## src/rtl/sdfront_pkg.sv

```systemverilog
// Package: shared constants for the SD card register front-end.
// Assumes a fixed six-byte command frame and a 32-bit register bus.
package sdfront_pkg;

    // Word offsets of the register map (word index, byte address = 4 * index)
    localparam int OFS_DIV   = 0;
    localparam int OFS_EN    = 1;
    localparam int OFS_PEND  = 2;
    localparam int OFS_START = 3;
    localparam int OFS_CMD   = 4;
    localparam int OFS_DAT   = 5;
    localparam int NUM_REGS  = 6;

    // Bit positions shared by the enable and pending words
    localparam int BIT_CMD_TX = 0;
    localparam int BIT_CMD_RX = 1;
    localparam int BIT_DAT_TX = 2;
    localparam int BIT_DAT_RX = 3;

    // Command frame geometry
    localparam int CMD_BYTES = 6;
    localparam int BUS_W     = 32;

    // Reply kinds reported by the card command engine
    localparam logic [1:0] KIND_NONE  = 2'd0;
    localparam logic [1:0] KIND_SHORT = 2'd1;
    localparam logic [1:0] KIND_LONG  = 2'd2;

    // Marker byte placed first in a long-reply response
    localparam logic [7:0] LONG_MARK = 8'h3F;

endpackage

```

## src/rtl/sdf_cmd_path.sv

```systemverilog
// Module: command window and response buffer.
// Collects command bytes into a frame, offers it on a valid/ready handshake,
// reframes the reply captured at the handshake and serves it byte by byte.
// Assumes the caller has already gated the strobes with card presence.
module sdf_cmd_path
    import sdfront_pkg::*;
#(
    parameter int LONG_LEN  = 16,
    parameter int SHORT_LEN = 4
) (
    input  logic                  clk,
    input  logic                  rst_n,
    input  logic                  wr_stb,
    input  logic [7:0]            wr_byte,
    input  logic                  rd_stb,
    output logic [7:0]            rd_byte,
    output logic                  cmd_valid,
    output logic [5:0]            cmd_index,
    output logic [31:0]           cmd_arg,
    output logic [7:0]            cmd_crc,
    input  logic                  cmd_ready,
    input  logic [1:0]            rsp_kind,
    input  logic [8*LONG_LEN-1:0] rsp_data
);

    localparam int RSP_BYTES = LONG_LEN + 1;
    localparam int REPLY_W   = 8 * LONG_LEN;
    localparam int PTR_W     = $clog2(CMD_BYTES);
    localparam int LEN_W     = $clog2(RSP_BYTES + 1);
    localparam int RD_W      = $clog2(RSP_BYTES);
    localparam logic [PTR_W-1:0] LAST_PTR = PTR_W'(CMD_BYTES - 1);

    logic [PTR_W-1:0] wr_ptr;
    logic [5:0]       idx_q;
    logic [31:0]      arg_q;
    logic             skip_q;
    logic             accept;
    logic             handshake;

    logic [7:0]       rsp_buf  [RSP_BYTES];
    logic [7:0]       rsp_next [RSP_BYTES];
    logic [LEN_W-1:0] rsp_len;
    logic [LEN_W-1:0] len_next;
    logic [RD_W-1:0]  rd_ptr;

    assign accept    = wr_stb && !cmd_valid;
    assign handshake = cmd_valid && cmd_ready;

    // Command window: gather bytes, drop the one after index 0, issue on the sixth
    always_ff @(posedge clk) begin
        if (!rst_n) begin
            wr_ptr    <= '0;
            idx_q     <= '0;
            arg_q     <= '0;
            skip_q    <= 1'b0;
            cmd_valid <= 1'b0;
            cmd_index <= '0;
            cmd_arg   <= '0;
            cmd_crc   <= '0;
        end else begin
            if (handshake) begin
                cmd_valid <= 1'b0;
            end
            if (accept) begin
                if (skip_q) begin
                    skip_q <= 1'b0;
                end else begin
                    if (wr_ptr == '0) begin
                        idx_q <= wr_byte[5:0];
                    end else if (wr_ptr != LAST_PTR) begin
                        arg_q <= {arg_q[23:0], wr_byte};
                    end
                    if (wr_ptr == LAST_PTR) begin
                        wr_ptr    <= '0;
                        cmd_valid <= 1'b1;
                        cmd_index <= idx_q;
                        cmd_arg   <= arg_q;
                        cmd_crc   <= wr_byte;
                        skip_q    <= (idx_q == 6'd0);
                    end else begin
                        wr_ptr <= wr_ptr + PTR_W'(1);
                    end
                end
            end
        end
    end

    // Reply reframing: build the next response image from the captured reply
    always_comb begin
        rsp_next[0] = (rsp_kind == KIND_LONG) ? LONG_MARK : {2'b00, cmd_index};
        for (int i = 1; i < RSP_BYTES; i++) begin
            if (rsp_kind == KIND_LONG) begin
                rsp_next[i] = rsp_data[REPLY_W-1-8*(i-1) -: 8];
            end else if (rsp_kind == KIND_SHORT && i <= SHORT_LEN) begin
                rsp_next[i] = rsp_data[REPLY_W-1-8*(i-1) -: 8];
            end else begin
                rsp_next[i] = 8'h00;
            end
        end
        case (rsp_kind)
            KIND_LONG:  len_next = LEN_W'(RSP_BYTES);
            KIND_SHORT: len_next = LEN_W'(SHORT_LEN + 2);
            default:    len_next = LEN_W'(1);
        endcase
    end

    // Response buffer: load at the handshake, step the read position on reads
    always_ff @(posedge clk) begin
        if (!rst_n) begin
            for (int i = 0; i < RSP_BYTES; i++) begin
                rsp_buf[i] <= 8'h00;
            end
            rsp_len <= '0;
            rd_ptr  <= '0;
        end else if (handshake) begin
            for (int i = 0; i < RSP_BYTES; i++) begin
                rsp_buf[i] <= rsp_next[i];
            end
            rsp_len <= len_next;
            rd_ptr  <= '0;
        end else if (rd_stb) begin
            if ((LEN_W'(rd_ptr) + LEN_W'(1)) >= rsp_len) begin
                rd_ptr <= '0;
            end else begin
                rd_ptr <= rd_ptr + RD_W'(1);
            end
        end
    end

    // Read port: the byte at the current read position
    assign rd_byte = rsp_buf[rd_ptr];

endmodule

```

## src/rtl/sdf_data_pack.sv

```systemverilog
// Module: data window byte packer.
// Splits a written word into an outgoing byte burst, most significant first,
// and packs incoming bytes into a word, the first byte in the top slot.
// Assumes the outgoing side accepts one byte per cycle without back-pressure.
module sdf_data_pack #(
    parameter int BYTES = 4
) (
    input  logic               clk,
    input  logic               rst_n,
    input  logic               wr_stb,
    input  logic [8*BYTES-1:0] wr_word,
    output logic               dtx_valid,
    output logic [7:0]         dtx_byte,
    input  logic               rd_stb,
    output logic [8*BYTES-1:0] rd_word,
    input  logic               drx_valid,
    input  logic [7:0]         drx_byte,
    output logic               drx_ready
);

    localparam int WORD_W = 8 * BYTES;
    localparam int CNT_W  = $clog2(BYTES + 1);

    logic [WORD_W-1:0] tx_sh;
    logic [CNT_W-1:0]  tx_left;
    logic [WORD_W-1:0] rx_word;
    logic [CNT_W-1:0]  rx_cnt;
    logic              take;

    // Serializer: load on a write, then shift one byte out per cycle
    always_ff @(posedge clk) begin
        if (!rst_n) begin
            tx_sh   <= '0;
            tx_left <= '0;
        end else if (wr_stb) begin
            tx_sh   <= wr_word;
            tx_left <= CNT_W'(BYTES);
        end else if (tx_left != '0) begin
            tx_sh   <= tx_sh << 8;
            tx_left <= tx_left - CNT_W'(1);
        end
    end

    assign dtx_valid = (tx_left != '0);
    assign dtx_byte  = tx_sh[WORD_W-1 -: 8];

    assign drx_ready = (rx_cnt < CNT_W'(BYTES));
    assign take      = drx_valid && drx_ready;

    // Assembler: fill slots from the top, empty on a read
    always_ff @(posedge clk) begin
        if (!rst_n) begin
            rx_word <= '0;
            rx_cnt  <= '0;
        end else if (rd_stb) begin
            rx_word <= take ? {drx_byte, {(WORD_W-8){1'b0}}} : '0;
            rx_cnt  <= take ? CNT_W'(1) : '0;
        end else if (take) begin
            for (int k = 0; k < BYTES; k++) begin
                if (rx_cnt == CNT_W'(k)) begin
                    rx_word[WORD_W-1-8*k -: 8] <= drx_byte;
                end
            end
            rx_cnt <= rx_cnt + CNT_W'(1);
        end
    end

    assign rd_word = rx_word;

endmodule

```

## src/rtl/sdcard_reg_frontend.sv

```systemverilog
// Module: SD card register front-end (top).
// Decodes word-aligned register accesses, holds the divider, enable and start
// words, computes the pending word, and routes the command and data windows.
// Assumes single-cycle accesses with read data sampled in the access cycle.
module sdcard_reg_frontend
    import sdfront_pkg::*;
#(
    parameter int ADDR_W = 5,
    parameter int DIV_W  = 16
) (
    input  logic              clk,
    input  logic              rst_n,
    input  logic              bus_en,
    input  logic              bus_we,
    input  logic [ADDR_W-1:0] bus_addr,
    input  logic [31:0]       bus_wdata,
    output logic [31:0]       bus_rdata,
    input  logic              card_present,
    output logic [DIV_W-1:0]  clk_div_o,
    output logic [3:0]        enable_o,
    output logic [1:0]        start_o,
    output logic              cmd_valid,
    output logic [5:0]        cmd_index,
    output logic [31:0]       cmd_arg,
    output logic [7:0]        cmd_crc,
    input  logic              cmd_ready,
    input  logic [1:0]        rsp_kind,
    input  logic [127:0]      rsp_data,
    output logic              dtx_valid,
    output logic [7:0]        dtx_byte,
    input  logic              drx_valid,
    input  logic [7:0]        drx_byte,
    output logic              drx_ready
);

    localparam int IDX_W = ADDR_W - 2;

    logic [IDX_W-1:0]    word_idx;
    logic                aligned;
    logic [NUM_REGS-1:0] hit;
    logic                wr_any;
    logic                rd_any;
    logic                cmd_wr;
    logic                cmd_rd;
    logic                dat_wr;
    logic                dat_rd;
    logic [7:0]          rsp_byte;
    logic [BUS_W-1:0]    dat_word;
    logic [3:0]          pend_view;

    assign word_idx = bus_addr[ADDR_W-1:2];
    assign aligned  = (bus_addr[1:0] == 2'b00);
    assign wr_any   = bus_en && bus_we;
    assign rd_any   = bus_en && !bus_we;

    // One select line per register word
    for (genvar r = 0; r < NUM_REGS; r++) begin : g_sel
        assign hit[r] = bus_en && aligned && (word_idx == IDX_W'(r));
    end

    assign cmd_wr = hit[OFS_CMD] && bus_we  && card_present;
    assign cmd_rd = hit[OFS_CMD] && !bus_we && card_present;
    assign dat_wr = hit[OFS_DAT] && bus_we  && card_present;
    assign dat_rd = hit[OFS_DAT] && !bus_we && card_present;

    // Control words: divider, enable and start storage
    always_ff @(posedge clk) begin
        if (!rst_n) begin
            clk_div_o <= '0;
            enable_o  <= '0;
            start_o   <= '0;
        end else if (wr_any) begin
            if (hit[OFS_DIV])   clk_div_o <= bus_wdata[DIV_W-1:0];
            if (hit[OFS_EN])    enable_o  <= bus_wdata[3:0];
            if (hit[OFS_START]) start_o   <= bus_wdata[1:0];
        end
    end

    // Pending view: send bits never pend, receive bits follow their enables
    always_comb begin
        pend_view             = 4'b0000;
        pend_view[BIT_CMD_RX] = enable_o[BIT_CMD_RX];
        pend_view[BIT_DAT_RX] = enable_o[BIT_DAT_RX];
        pend_view[BIT_CMD_TX] = 1'b0;
        pend_view[BIT_DAT_TX] = 1'b0;
    end

    // Read mux: select the addressed word during a read access
    always_comb begin
        bus_rdata = '0;
        if (rd_any) begin
            if (hit[OFS_DIV])   bus_rdata = {{(32-DIV_W){1'b0}}, clk_div_o};
            if (hit[OFS_EN])    bus_rdata = {28'd0, enable_o};
            if (hit[OFS_PEND])  bus_rdata = {28'd0, pend_view};
            if (hit[OFS_START]) bus_rdata = {30'd0, start_o};
            if (hit[OFS_CMD])   bus_rdata = card_present ? {24'd0, rsp_byte} : 32'h0000_00FF;
            if (hit[OFS_DAT])   bus_rdata = card_present ? dat_word : 32'hFFFF_FFFF;
        end
    end

    sdf_cmd_path #(
        .LONG_LEN  (16),
        .SHORT_LEN (4)
    ) u_cmd (
        .clk       (clk),
        .rst_n     (rst_n),
        .wr_stb    (cmd_wr),
        .wr_byte   (bus_wdata[7:0]),
        .rd_stb    (cmd_rd),
        .rd_byte   (rsp_byte),
        .cmd_valid (cmd_valid),
        .cmd_index (cmd_index),
        .cmd_arg   (cmd_arg),
        .cmd_crc   (cmd_crc),
        .cmd_ready (cmd_ready),
        .rsp_kind  (rsp_kind),
        .rsp_data  (rsp_data)
    );

    sdf_data_pack #(
        .BYTES (BUS_W / 8)
    ) u_dat (
        .clk       (clk),
        .rst_n     (rst_n),
        .wr_stb    (dat_wr),
        .wr_word   (bus_wdata),
        .dtx_valid (dtx_valid),
        .dtx_byte  (dtx_byte),
        .rd_stb    (dat_rd),
        .rd_word   (dat_word),
        .drx_valid (drx_valid),
        .drx_byte  (drx_byte),
        .drx_ready (drx_ready)
    );

endmodule

```

## config.mk

```make
export PLATFORM = sky130hd
export DESIGN_NAME = sdcard_reg_frontend
export DESIGN_NICKNAME = d
export VERILOG_FILES = /design/src/rtl/sdfront_pkg.sv /design/src/rtl/sdf_cmd_path.sv /design/src/rtl/sdf_data_pack.sv /design/src/rtl/sdcard_reg_frontend.sv
export SDC_FILE = /design/constraint.sdc
export NUM_CORES = 1
export LEC_CHECK = 0
export ABC_AREA = 1
export BUFFER_PORTS_ARGS = -buffer_cell sky130_fd_sc_hd__buf_2
export CAP_MARGIN = 20
export CELL_PAD_IN_SITES_DETAIL_PLACEMENT = 0
export CELL_PAD_IN_SITES_GLOBAL_PLACEMENT = 2
export CORE_MARGIN = 5
export CORE_UTILIZATION = 32
export CTS_CLUSTER_SIZE = 24
export DETAILED_ROUTE_END_ITERATION = 6
export HOLD_SLACK_MARGIN = 0.12
export PLACE_DENSITY_LB_ADDON = 0.1
export RECOVER_POWER = 50
export SKIP_CTS_REPAIR_TIMING = 1
export SYNTH_ARGS = -nofsm -noshare
export SYNTH_HDL_FRONTEND = slang
export SYNTH_SLANG_ARGS = --single-unit
export TNS_END_PERCENT = 30
```

## constraint.sdc

```tcl
create_clock -name clk -period 5.6 [get_ports clk]
set_input_delay 1.12 -clock clk [delete_from_list [all_inputs] [get_ports clk]]
set_output_delay 1.12 -clock clk [all_outputs]
set_load 0.05 [all_outputs]
```

**Yosys cells after proc, flatten, opt, wreduce, memory -nomap -nowiden**

Memory sizes are Yosys's and may differ from the RTL's. A register that Yosys moved wholly into a read port is not among the register bits.
Index checks and enable logic that the tools add are counted.

- Memories kept: 1
- RAM bits: 136
- Register bits after elaboration: 191
- Word-level logic and storage cells: 183
- Output and inout port bits: 111

- $lt $le $gt $ge: 2
- Eq/ne operators: 12
- Reduce and logical (&&, ||, !) cells: 47
- Bitwise operators: 20
- Add/subtract/negate cells: 4
- Muxes and demuxes: 76

Memory list:

| memory | depth | width | rd ports | clocked after memory_dff | write ports | RTL line | text |
|---|---|---|---|---|---|---|---|
| u_cmd.rsp_buf | 17 | 8 | 1 | 1 | 17 | sdf_cmd_path.sv:40 | `logic [7:0] rsp_buf [RSP_BYTES];` |

Operator list:

| kind | number |
|---|---|
| 32-bit 2-to-1 mux | 12 |
| 8-bit 2-to-1 mux | 42 |
| 1-bit logical AND | 20 |
| 1-bit bitwise OR | 17 |
| 16-bit 2-to-1 mux | 1 |
| 2-bit AND reduction | 8 |
| 3-bit 2-to-1 mux | 5 |
| 5-bit 2-to-1 mux | 3 |
| 3-bit by 2-bit == test with 1-bit output, second input constant | 4 |
| 2-bit nonzero test | 6 |
| 1-bit 2-to-1 mux | 11 |
| 5-bit one-hot mux with 2 select lines | 1 |
| 3-bit == test, second input constant | 3 |
| 3-bit zero test | 3 |
| 3-bit by 1-bit adder with 3-bit output, second input constant | 2 |
| 3-bit by 1-bit == test with 1-bit output, second input constant | 2 |
| 6-bit zero test | 1 |
| 6-bit 2-to-1 mux | 1 |
| 3-bit AND reduction | 2 |
| 5-bit by 1-bit adder with 5-bit output, second input constant | 1 |
| 5-bit greater-or-equal comparator | 1 |
| 4-bit AND reduction | 1 |
| 2-bit OR reduction | 2 |
| 3-bit < comparator, second input constant | 1 |
| 8 further kinds | 11 |

**Logic depth before layout (Yosys ltp)**

- Depth in word-level cells: 10
- Gate-level depth with buffers: 12

**Hierarchy**

From an unflattened synthesis, not the netlist that was laid out.

- Cell total of the unflattened synthesis: 1841
- Area, all modules: 14750.4 um2

Modules (own cells, without submodules):

| module | area an instance (um2) | cells each | sequential area each (um2) | times used |
|---|---|---|---|---|
| sdf_cmd_path | 10043.4 | 1160 | 6065.8 | 1 |
| sdf_data_pack | 3145.5 | 433 | 1401.3 | 1 |
| sdcard_reg_frontend | 1561.5 | 248 | 440.4 | 1 |

**Worst setup path before layout**

OpenSTA, ideal clock, no wires.

- Kind: input-to-reg
- Start: input port rst_n
- End: memory u_cmd.rsp_buf[0][0], enable pin
- Slack: 1010 ps
- Path buffers: 1
- Arrival time: 4099 ps
- Data required time: 5109 ps
- Stages on the path: 4
- Cells stage by stage: buf_2 > inv_1 > nor2_1 > inv_1

RTL lines:

| element | RTL line | text |
|---|---|---|
| start, declared | sdcard_reg_frontend.sv:12 | `input logic rst_n,` |
| end, declared | sdf_cmd_path.sv:40 |  |

==> flow_summary.toml <==
[outcome]
status = "finished with violations"
violations = "max-capacitance violations, max-slew violations"

[logic_synthesis]
synth_mux_area_frac = 0
synth_simple_gate_area_share = 0.233
syn_area_um2 = 14800
synth_cell_type_count = 35
synth_top_family_by_area = "simple AND/OR/NAND/NOR gates"
synth_fa_ha_area_frac = 0.0110
synthXorXnorAreaFrac = 0.00296
synth_compound_area_frac = 0.110
ys_ff_latch = 328
synth-seq-area-share = 0.534
syn-num-nets = 2072
synth_cells = 1877
syn_area_per_cell_um2 = 7.88
yosysWarnings = 0

[finish]
layout_commonest_cell = "nand2_1"
drive_gt1_frac = 0.143
stdcell_count = 2745
syn_to_final_growth_pct = 19.9
final_core_util = 0.389
layout_common_cells = "395 x nand2_1, 284 x inv_1, 237 x nor2_1, 212 x buf_2, 193 x dfxtp_1"
finalNetCount = 2311
diodes = 0

[critical_path]
worstPathMaxFanout = 62
crit_path_start_kind = "input pin"
arrival_ns = 4.72
critPathCaptureType = "register"
path_class = "in2reg"
cp_data_required_time_ns = 5.97

[global_routing]
grt_pass1_vias = 12730
grt_usage = 0.183
use_met3 = 0.0427
grt_pass1_wl_mm = 73.1
grt_use_met2 = 0.312
met1_usage = 0.233
overflow = 0
top_usage_layer = "met2"
grt_max_degree = 114
antenna_found_initial = 2

[placement]
place_inst = 2673
port_buffers = 292
detailed_place_hpwl_mm = 33.8
routabilityCongestion = 0.815

[route]
drtAntennaViolNets = 0
first_pass_iters = 5
drt_iter0_drc = 661
wl_mm = 47.8
routedWlPerCell_um = 17.4
drc_errors = 0
vias = 12725
via_per_inst = 4.64

[timing]
setup_viol = 0
fmax_mhz = 230
setup_tns_ns = 0
hold_ws_ns = 0.462
rsz0062_at_grt = "no"
worst-slew-pin-transition_ns = 2.45
drv_slew = 287
slew_headroom = -0.633
clock_skew_ns = 0.0107
fin_crit_ns = 4.35
hold_viol_final = 0
fin_crit_sh = 0.777

[cts]
htreeDepth = 2
cts_buffers = 39
clock_path_buffers = 3
clk_pin_slew_worst_paths_ns = 0.05
clkLatencyLatePin_ns = 0.55
cts_sinks = 328
cts_tree = "built"
clockRootBuffer = "clkbuf_16"

[die]
rows = 78
die_w_um = 225
fp.coreArea_um2 = 45600
die_y_um = 225
pin_count = 293
start_util = 0.325
dieArea_um2 = 50600

[power_and_ir_drop]
power_mw = 5.61
p_per_area_nw_per_um2 = 316
leakage_nw = 7.87
peakVddDrop_v = 0.000224

[worst_hold_path]
hp-class = "reg2reg"

[run]
drv_cap = 5
layout make-up:
| cell class | count | area [µm²] |
|---|---|---|
| timing repair buffer | 306 | 1510 |
| clock inverter | 12 | 175 |
| inverter | 290 | 1090 |
| multi-input combinational | 1151 | 5190 |
| clock buffer | 58 | 1110 |
| tap | 600 | 751 |
| sequential | 328 | 7910 |
| fill | 4885 | 27800 |
routing by layer:
metal  up-vias  routed length [µm]
met5         -                  27
met4         4                1120
met3        66                2930
met2       274               23200
met1      5936               20500
li1       6445                   -
Yosys cell counts:
cell type  number  share of area
nand3_4         2         0.0024
a21boi_0        1        0.00051
nand3_1       159          0.054
or2_2           4         0.0017
xnor2_1         1        0.00059
nand4_4         1         0.0014
o22ai_1         1        0.00042
edfxtp_1      134           0.27
buf_4          11         0.0056
nand2_2         9         0.0038
nor2_2          3         0.0013
ha_1           13          0.011
buf_2          35          0.012
buf_1           6         0.0015
inv_1         281          0.071
nor3_2          1        0.00068
clkbuf_1       52          0.013
nand2_4         1        0.00076
nor2_1        235          0.060
a211oi_1       10         0.0051
o21ai_1        36          0.012
nor2_4          3         0.0023
inv_2           7         0.0018
nor3_1          8         0.0027
o21ai_0        97          0.033
clkinv_1        2        0.00051
a31oi_1        24          0.010
nor2_8          2         0.0027
a21oi_1       143          0.048
buf_6           4         0.0030
xor2_1          4         0.0024
dfxtp_1       194           0.26
nand4_1         1        0.00042
nand3_2         1        0.00068
nand2_1       391          0.099
cell families after synthesis:
group / after synthesis
and+or+nand+nor: 821
AOI/OAI and AO/OA: 312
xor gates and xnor gates: 5
buffers and inverters: 398
DFF: 328
adders and majority gates: 13
state kept, by name (all words and copies together), names as in the netlist, 4 cells and up, named ones only:
register,count
u_cmd.cmd_index,6
u_cmd.rsp_buf,134
u_dat.rd_word,32
u_dat.tx_sh,32
u_cmd.arg_q,32
enable_o,4
u_cmd.cmd_crc,8
u_cmd.cmd_arg,32
u_cmd.rd_ptr,5
u_cmd.idx_q,6
clk_div_o,16
critical path: stages:
cell and delay (ns):
clkbuf_1 1.08, inv_1 0.24, nor2_2 0.17, buf_4 0.34, nand2_1 0.93, buf_16 0.55, nor2_1 0.21
metrics by stage:
step                      area (µm²)  setup WS (ns)
after CTS                      17900           1.35
after global placement         16600           1.64
after floorplan                14800           1.01
after detailed placement       16600           1.56
after global routing           17700          0.762
final                          17700           1.25
final timing paths:
check	start	to	slack, ns	cells after the start
max	rst_n	u_cmd.rsp_buf[10][5]	1.25	7
min	u_dat.tx_sh[7]	u_dat.tx_sh[7]	0.46	2
max reg2reg	u_cmd.cmd_valid	u_cmd.rsp_buf[10][5]	2.72	6
min reg2reg	u_dat.tx_sh[7]	u_dat.tx_sh[7]	0.46	2
power by group:
group	switching (mW)	internal, mW	leakage, nW
clock	1.03	1.56	0.629
combinational	0.325	0.138	4.29
sequential	0.0222	2.54	2.95
Note: power is estimated with default switching activity, not from simulation.
